[src/rtl/sram64_pkg.sv]
// Shared types for the strobed single-bit RAM.
// Assumes: nothing beyond the SystemVerilog package scope.
package sram64_pkg;

    // Output phase of the read sequencer: disabled, driven low, valid data.
    typedef enum logic [1:0] {
        PH_OFF   = 2'd0,
        PH_LOW   = 2'd1,
        PH_VALID = 2'd2
    } rd_phase_t;

endpackage

[src/rtl/sram64_decode.sv]
// Access qualification and one-hot word-write decode.
// Forms the combined select from the strobe and both chip enables, splits
// it into read and write requests, and decodes the address into one write
// enable per word. Assumes: addr is stable around the clock edge.
module sram64_decode #(
    parameter int ADDR_W = 6,
    localparam int DEPTH = 1 << ADDR_W
) (
    input  logic              strobe,
    input  logic              ce_a,
    input  logic              ce_b,
    input  logic              rd_wr_n,
    input  logic [ADDR_W-1:0] addr,
    output logic              rd_go,
    output logic              wr_go,
    output logic [DEPTH-1:0]  word_we
);

    logic sel;

    // Purpose: an access needs all three enables high together.
    always_comb begin
        sel   = strobe & ce_a & ce_b;
        rd_go = sel & rd_wr_n;
        wr_go = sel & ~rd_wr_n;
    end

    // Purpose: one write enable per word, at most one active.
    for (genvar gi = 0; gi < DEPTH; gi++) begin : g_dec
        assign word_we[gi] = wr_go && (addr == ADDR_W'(gi));
    end

endmodule

[src/rtl/sram64_array.sv]
// Storage array of DEPTH single-bit words, with no reset.
// Each word captures din on the rising edge at which its own enable is
// set. Read is an asynchronous multiplexer on rd_addr.
// Assumes: word_we has at most one bit set.
module sram64_array #(
    parameter int ADDR_W = 6,
    localparam int DEPTH = 1 << ADDR_W
) (
    input  logic              clk,
    input  logic [DEPTH-1:0]  word_we,
    input  logic              din,
    input  logic [ADDR_W-1:0] rd_addr,
    output logic              rd_bit
);

    logic [DEPTH-1:0] bits;

    // Purpose: one storage flop per word, written only when enabled.
    for (genvar gi = 0; gi < DEPTH; gi++) begin : g_word
        always_ff @(posedge clk) begin
            if (word_we[gi]) begin
                bits[gi] <= din;
            end
        end
    end

    // Purpose: select the addressed word for the output stage.
    always_comb begin
        rd_bit = bits[rd_addr];
    end

endmodule

[src/rtl/sram64_rdseq.sv]
// Read sequencer. It moves the output through the disabled, LOW and
// valid phases. A read that starts from a disabled output, or one whose
// address differs from the latched address, opens a LOW phase lasting
// ACC_CYCLES cycles. Any edge that is not a read disables the output.
// Assumes: ACC_CYCLES >= 1.
module sram64_rdseq
    import sram64_pkg::*;
#(
    parameter int ADDR_W     = 6,
    parameter int ACC_CYCLES = 2,
    localparam int CNT_W     = $clog2(ACC_CYCLES + 1)
) (
    input  logic              clk,
    input  logic              rst_n,
    input  logic              rd_go,
    input  logic [ADDR_W-1:0] addr,
    output rd_phase_t         phase,
    output logic [ADDR_W-1:0] rd_addr
);

    localparam logic [CNT_W-1:0] CNT_ONE  = CNT_W'(1);
    localparam logic [CNT_W-1:0] CNT_LAST = CNT_W'(ACC_CYCLES);

    logic [CNT_W-1:0] low_cnt;
    logic             restart;

    // Purpose: detect a read that must begin a fresh LOW phase.
    always_comb begin
        restart = (phase == PH_OFF) || (addr != rd_addr);
    end

    // Purpose: advance the phase and the latency counter on each edge.
    always_ff @(posedge clk) begin
        if (!rst_n) begin
            phase   <= PH_OFF;
            low_cnt <= '0;
            rd_addr <= '0;
        end else if (rd_go) begin
            if (restart) begin
                phase   <= PH_LOW;
                low_cnt <= CNT_ONE;
                rd_addr <= addr;
            end else if (phase == PH_LOW) begin
                if (low_cnt == CNT_LAST) begin
                    phase <= PH_VALID;
                end else begin
                    low_cnt <= low_cnt + CNT_ONE;
                end
            end
        end else begin
            phase   <= PH_OFF;
            low_cnt <= '0;
        end
    end

endmodule

[src/rtl/strobe_sram64.sv]
// Top of the strobed 64x1 static RAM model. It ties together the decode,
// the storage array and the read sequencer, and forms the output pair
// that stands in for a three-state pin.
// Assumes: inputs are synchronous to clk; the stored contents are
// undefined until written.
module strobe_sram64
    import sram64_pkg::*;
#(
    parameter int ADDR_W     = 6,
    parameter int ACC_CYCLES = 2,
    localparam int DEPTH     = 1 << ADDR_W
) (
    input  logic              clk,
    input  logic              rst_n,
    input  logic              strobe,
    input  logic              ce_a,
    input  logic              ce_b,
    input  logic              rd_wr_n,
    input  logic [ADDR_W-1:0] addr,
    input  logic              din,
    output logic              dout,
    output logic              dout_oe
);

    logic              rd_go;
    logic              wr_go;
    logic [DEPTH-1:0]  word_we;
    logic [ADDR_W-1:0] rd_addr;
    logic              rd_bit;
    rd_phase_t         phase;

    sram64_decode #(.ADDR_W(ADDR_W)) u_decode (
        .strobe  (strobe),
        .ce_a    (ce_a),
        .ce_b    (ce_b),
        .rd_wr_n (rd_wr_n),
        .addr    (addr),
        .rd_go   (rd_go),
        .wr_go   (wr_go),
        .word_we (word_we)
    );

    sram64_array #(.ADDR_W(ADDR_W)) u_array (
        .clk     (clk),
        .word_we (word_we),
        .din     (din),
        .rd_addr (rd_addr),
        .rd_bit  (rd_bit)
    );

    sram64_rdseq #(.ADDR_W(ADDR_W), .ACC_CYCLES(ACC_CYCLES)) u_rdseq (
        .clk     (clk),
        .rst_n   (rst_n),
        .rd_go   (rd_go),
        .addr    (addr),
        .phase   (phase),
        .rd_addr (rd_addr)
    );

    // Purpose: enable the output outside the disabled phase; show data
    // only in the valid phase.
    always_comb begin
        dout_oe = (phase != PH_OFF);
        dout    = (phase == PH_VALID) & rd_bit;
    end

endmodule

[config.mk]
export PLATFORM = sky130hd
export DESIGN_NAME = strobe_sram64
export DESIGN_NICKNAME = d
export VERILOG_FILES = /design/src/rtl/sram64_pkg.sv /design/src/rtl/sram64_decode.sv /design/src/rtl/sram64_array.sv /design/src/rtl/sram64_rdseq.sv /design/src/rtl/strobe_sram64.sv
export SDC_FILE = /design/constraint.sdc
export NUM_CORES = 1
export LEC_CHECK = 0
export ABC_AREA = 1
export BUFFER_PORTS_ARGS = -buffer_cell sky130_fd_sc_hd__buf_2
export CELL_PAD_IN_SITES_DETAIL_PLACEMENT = 1
export CELL_PAD_IN_SITES_GLOBAL_PLACEMENT = 1
export CORE_MARGIN = 2
export CORE_UTILIZATION = 51
export DETAILED_ROUTE_END_ITERATION = 8
export PLACE_DENSITY_LB_ADDON = 0.1
export REMOVE_ABC_BUFFERS = 1
export SLEW_MARGIN = 20
export SYNTH_ARGS = -nofsm -noshare
export SYNTH_HDL_FRONTEND = slang
export SYNTH_SLANG_ARGS = --single-unit
export TNS_END_PERCENT = 1
[constraint.sdc]
create_clock -name clk -period 2.07 [get_ports clk]
set_input_delay 0.207 -clock clk [delete_from_list [all_inputs] [get_ports clk]]
set_output_delay 0.207 -clock clk [all_outputs]
set_load 0.05 [all_outputs]
==> flow_summary.toml <==
[place]
dp_cells = 484
place_hpwl_mm = 6.07
placed_area_sq_um = 3720
numPortBuffers = 14
gp_congestion = 0.762

[clock_tree]
cts_tree = "built"
htreeDepth = 3
cts.reportedPaths.clkPinSlew_ps = 80
clk_latency_ps = 360
cts_sinks = 74
clockRootBuffer = "clkbuf_8"
cts_hold_buf = 0
numCtsBuffers = 9
cts_buffer_depth = 2

[detailed_routing]
drtPass1Iterations = 4
drt-wirelength-per-cell_um = 20.4
dr_total_vias = 2972
vias_per_cell = 5.87
drc = 0
wirelength_mm = 10.3
first_iter_violations = 213
ant_nets = 0

[floorplanning]
die_w_um = 86.9
fp-row-count = 30
die-area_sq_um = 7560
io_pins = 15
start_util_pct = 52.2
core_sq_um = 6720
die_y_um = 86.9

[power_and_ir_drop]
pwr-share-seq_pct = 57.4
p_per_area_nw_per_um2 = 686
power_frac_comb_pct = 8.2
p_switching_uw = 728
power_frac_clock_pct = 34.5
leakage_nw = 1.53
swShare_pct = 25.6
intPower_mw = 2.12
ir_drop_mv = 0.704

[sta]
worst_pin_slew_ps = 763
finalSetupTns_ps = -85.9
period_minus_slack_ps = 2160
setup_ws_ps = -85.9
skew_ps = 4.64
rsz0062_at_grt = "yes"
fin_crit_sh_pct = 104
hold_viol = 0
max_slew_margin_pct = 49.0
setup_viol = 1
fmax_ghz = 0.464
drv_slew = 0

[setup_path]
reg2reg_to = "u_rdseq.rd_addr[5]$_SDFFE_PN0P_"
critPathLaunch = "u_rdseq.rd_addr[0]$_SDFFE_PN0P_"
crit_type = "flop to output port"
start_kind = "flop"
r2r_slack_ps = 290
crit_path_end_kind = "output port"
rr_worst_depth = 9
r2r-start = "u_rdseq.rd_addr[0]$_SDFFE_PN0P_"
setup.worst_path.end = "dout"
critPathMaxFanout = 8
crit_arrival_ps = 1950
worstPathRequired_ps = 1860

[grt]
grt_use_met2_pct = 46.7
grt_overflow_total = 0
busiest_layer = "met2"
grt_start_max_net_pins = 65
globalRouteTotalUtil_pct = 28.0
use_met1_pct = 35.6
grt_pass1_wl_mm = 15.4
groute.layer.met3.usage_pct = 6.45
grt_antenna_before_repair = 0
grt_pass1_vias = 2972

[synthesis]
synth_area_sq_um = 3510
synth_cell_types = 26
synth-edff-count = 64
syn_inst = 393
ys_ff_latch = 74
syn_area_per_cell_sq_um = 8.92
ys.flop_type = "edfxtp_1"
yosys_warnings = 0
synthArstFlopShare_pct = 0
ys_seq_area_share_pct = 60.5

[finish]
drive_above_1_share_pct = 22.3
diodes = 0
stdcell_area_sq_um = 4140
nets = 435
nFillCells = 783
final_cell_mix = "nand2_1 (109), nor2_1 (78), edfxtp_1 (64)"
synthToLayoutAreaGrowth_pct = 18.1
final_common_cell = "nand2_1"
final_cells = 506

[job]
cap_violations = 0

[min_path]
hp-class = "primary input to flop"

[status]
violations = "setup timing"
status = "complete, but fails checks"
[sequential cells by signal, summed over array words and instances (netlist names)]
signal	flops
u_array.bits	64
u_rdseq.phase	2
u_rdseq.low_cnt	2
u_rdseq.rd_addr	6
[per-layer routing]
| metal | up-vias | wire length [um] |
|---|---|---|
| met5 | - | 0 |
| li1 | 1360 | - |
| met4 | 0 | 235 |
| met3 | 20 | 652 |
| met1 | 1507 | 4140 |
| met2 | 85 | 5290 |
[critical path, cell delays in order, from the launching register on]
cell     delay (ps)
dfxtp_4         410
inv_8           110
buf_12          140
nand2_1          80
nand3_2          80
nand3_2          90
nand2_2          90
nand2_1          90
nand3_2          90
nand3_2          90
a21oi_2         150
buf_6           170
[what timing repair did]
action | 4_1_cts | 5_1_grt
cloned | 2 | 2
resized for setup | 14 | 26
pin swaps | 3 | 9
buffers inserted | 2 | 1
setup endpoints to repair | 1 | 1
[cells by family after synthesis]
logic type,share of synthesized area [%]
buffers and inverters,4.28
flip-flops,60.5
AND/OR/NAND/NOR,32.3
adder cells (fa/ha/maj),0.357
AO/OA/AOI/OAI,2.57
[worst min-delay path by stage]
stage,start,endpoint,depth (start not counted)
after floorplan,din,u_array.bits[0]$_DFFE_PP_,0
after global placement,u_rdseq.low_cnt[1]$_SDFFE_PP0P_,u_rdseq.low_cnt[1]$_SDFFE_PP0P_,2
after detailed placement,u_rdseq.low_cnt[1]$_SDFFE_PP0P_,u_rdseq.low_cnt[1]$_SDFFE_PP0P_,2
after CTS,rst_n,u_rdseq.rd_addr[1]$_SDFFE_PN0P_,3
after global routing,addr[5],u_rdseq.rd_addr[5]$_SDFFE_PN0P_,3
final,addr[5],u_rdseq.rd_addr[5]$_SDFFE_PN0P_,3
[layout make-up]
| cell class | count | area, sq um | area share [%] |
|---|---|---|---|
| clock buffer | 10 | 128 | 3.08 |
| clock inverter | 6 | 33.8 | 0.815 |
| inverter | 19 | 81.3 | 1.96 |
| multi-input combinational | 285 | 1370 | 33.0 |
| sequential | 74 | 2130 | 51.3 |
| tap | 80 | 100 | 2.42 |
| timing repair buffer | 32 | 304 | 7.34 |
[power groups by stage]
stage / registers [mW] / clock network [mW] / logic, mW
detailed placement: 1.66 / 0 / 0.191
global placement: 1.66 / 0 / 0.183
global route: 1.63 / 1.04 / 0.253
CTS: 1.63 / 0.972 / 0.214
finish: 1.63 / 0.980 / 0.233
floorplan: 1.67 / 0 / 0.0915
[cell usage after synthesis, types with 2 or more instances]
| cell | number | area share, % |
|---|---|---|
| or2_2 | 2 | 0.36 |
| a21oi_1 | 4 | 0.57 |
| nand2_1 | 117 | 13 |
| nand3_1 | 56 | 8.0 |
| o21ai_1 | 6 | 0.86 |
| edfxtp_1 | 64 | 55 |
| dfxtp_1 | 10 | 5.7 |
| clkbuf_1 | 5 | 0.54 |
| buf_2 | 9 | 1.3 |
| a21oi_2 | 2 | 0.50 |
| inv_2 | 4 | 0.43 |
| nand2_2 | 2 | 0.36 |
| nor3_1 | 10 | 1.4 |
| inv_1 | 13 | 1.4 |
| nor2_1 | 78 | 8.3 |
[stage by stage]
stage / util (%) / hold WS (ps) / worst slack, ps / total power [mW]
floorplan: - / 306 / -303 / 1.76
global placement: 55.3 / 450 / 204 / 1.85
detailed placement: 55.3 / 459 / 147 / 1.85
CTS: 59.8 / 151 / -112 / 2.82
global route: 61.7 / 149 / -154 / 2.92
finish: 61.7 / 147 / -85.9 / 2.84
(Power assumes the default switching activity.)
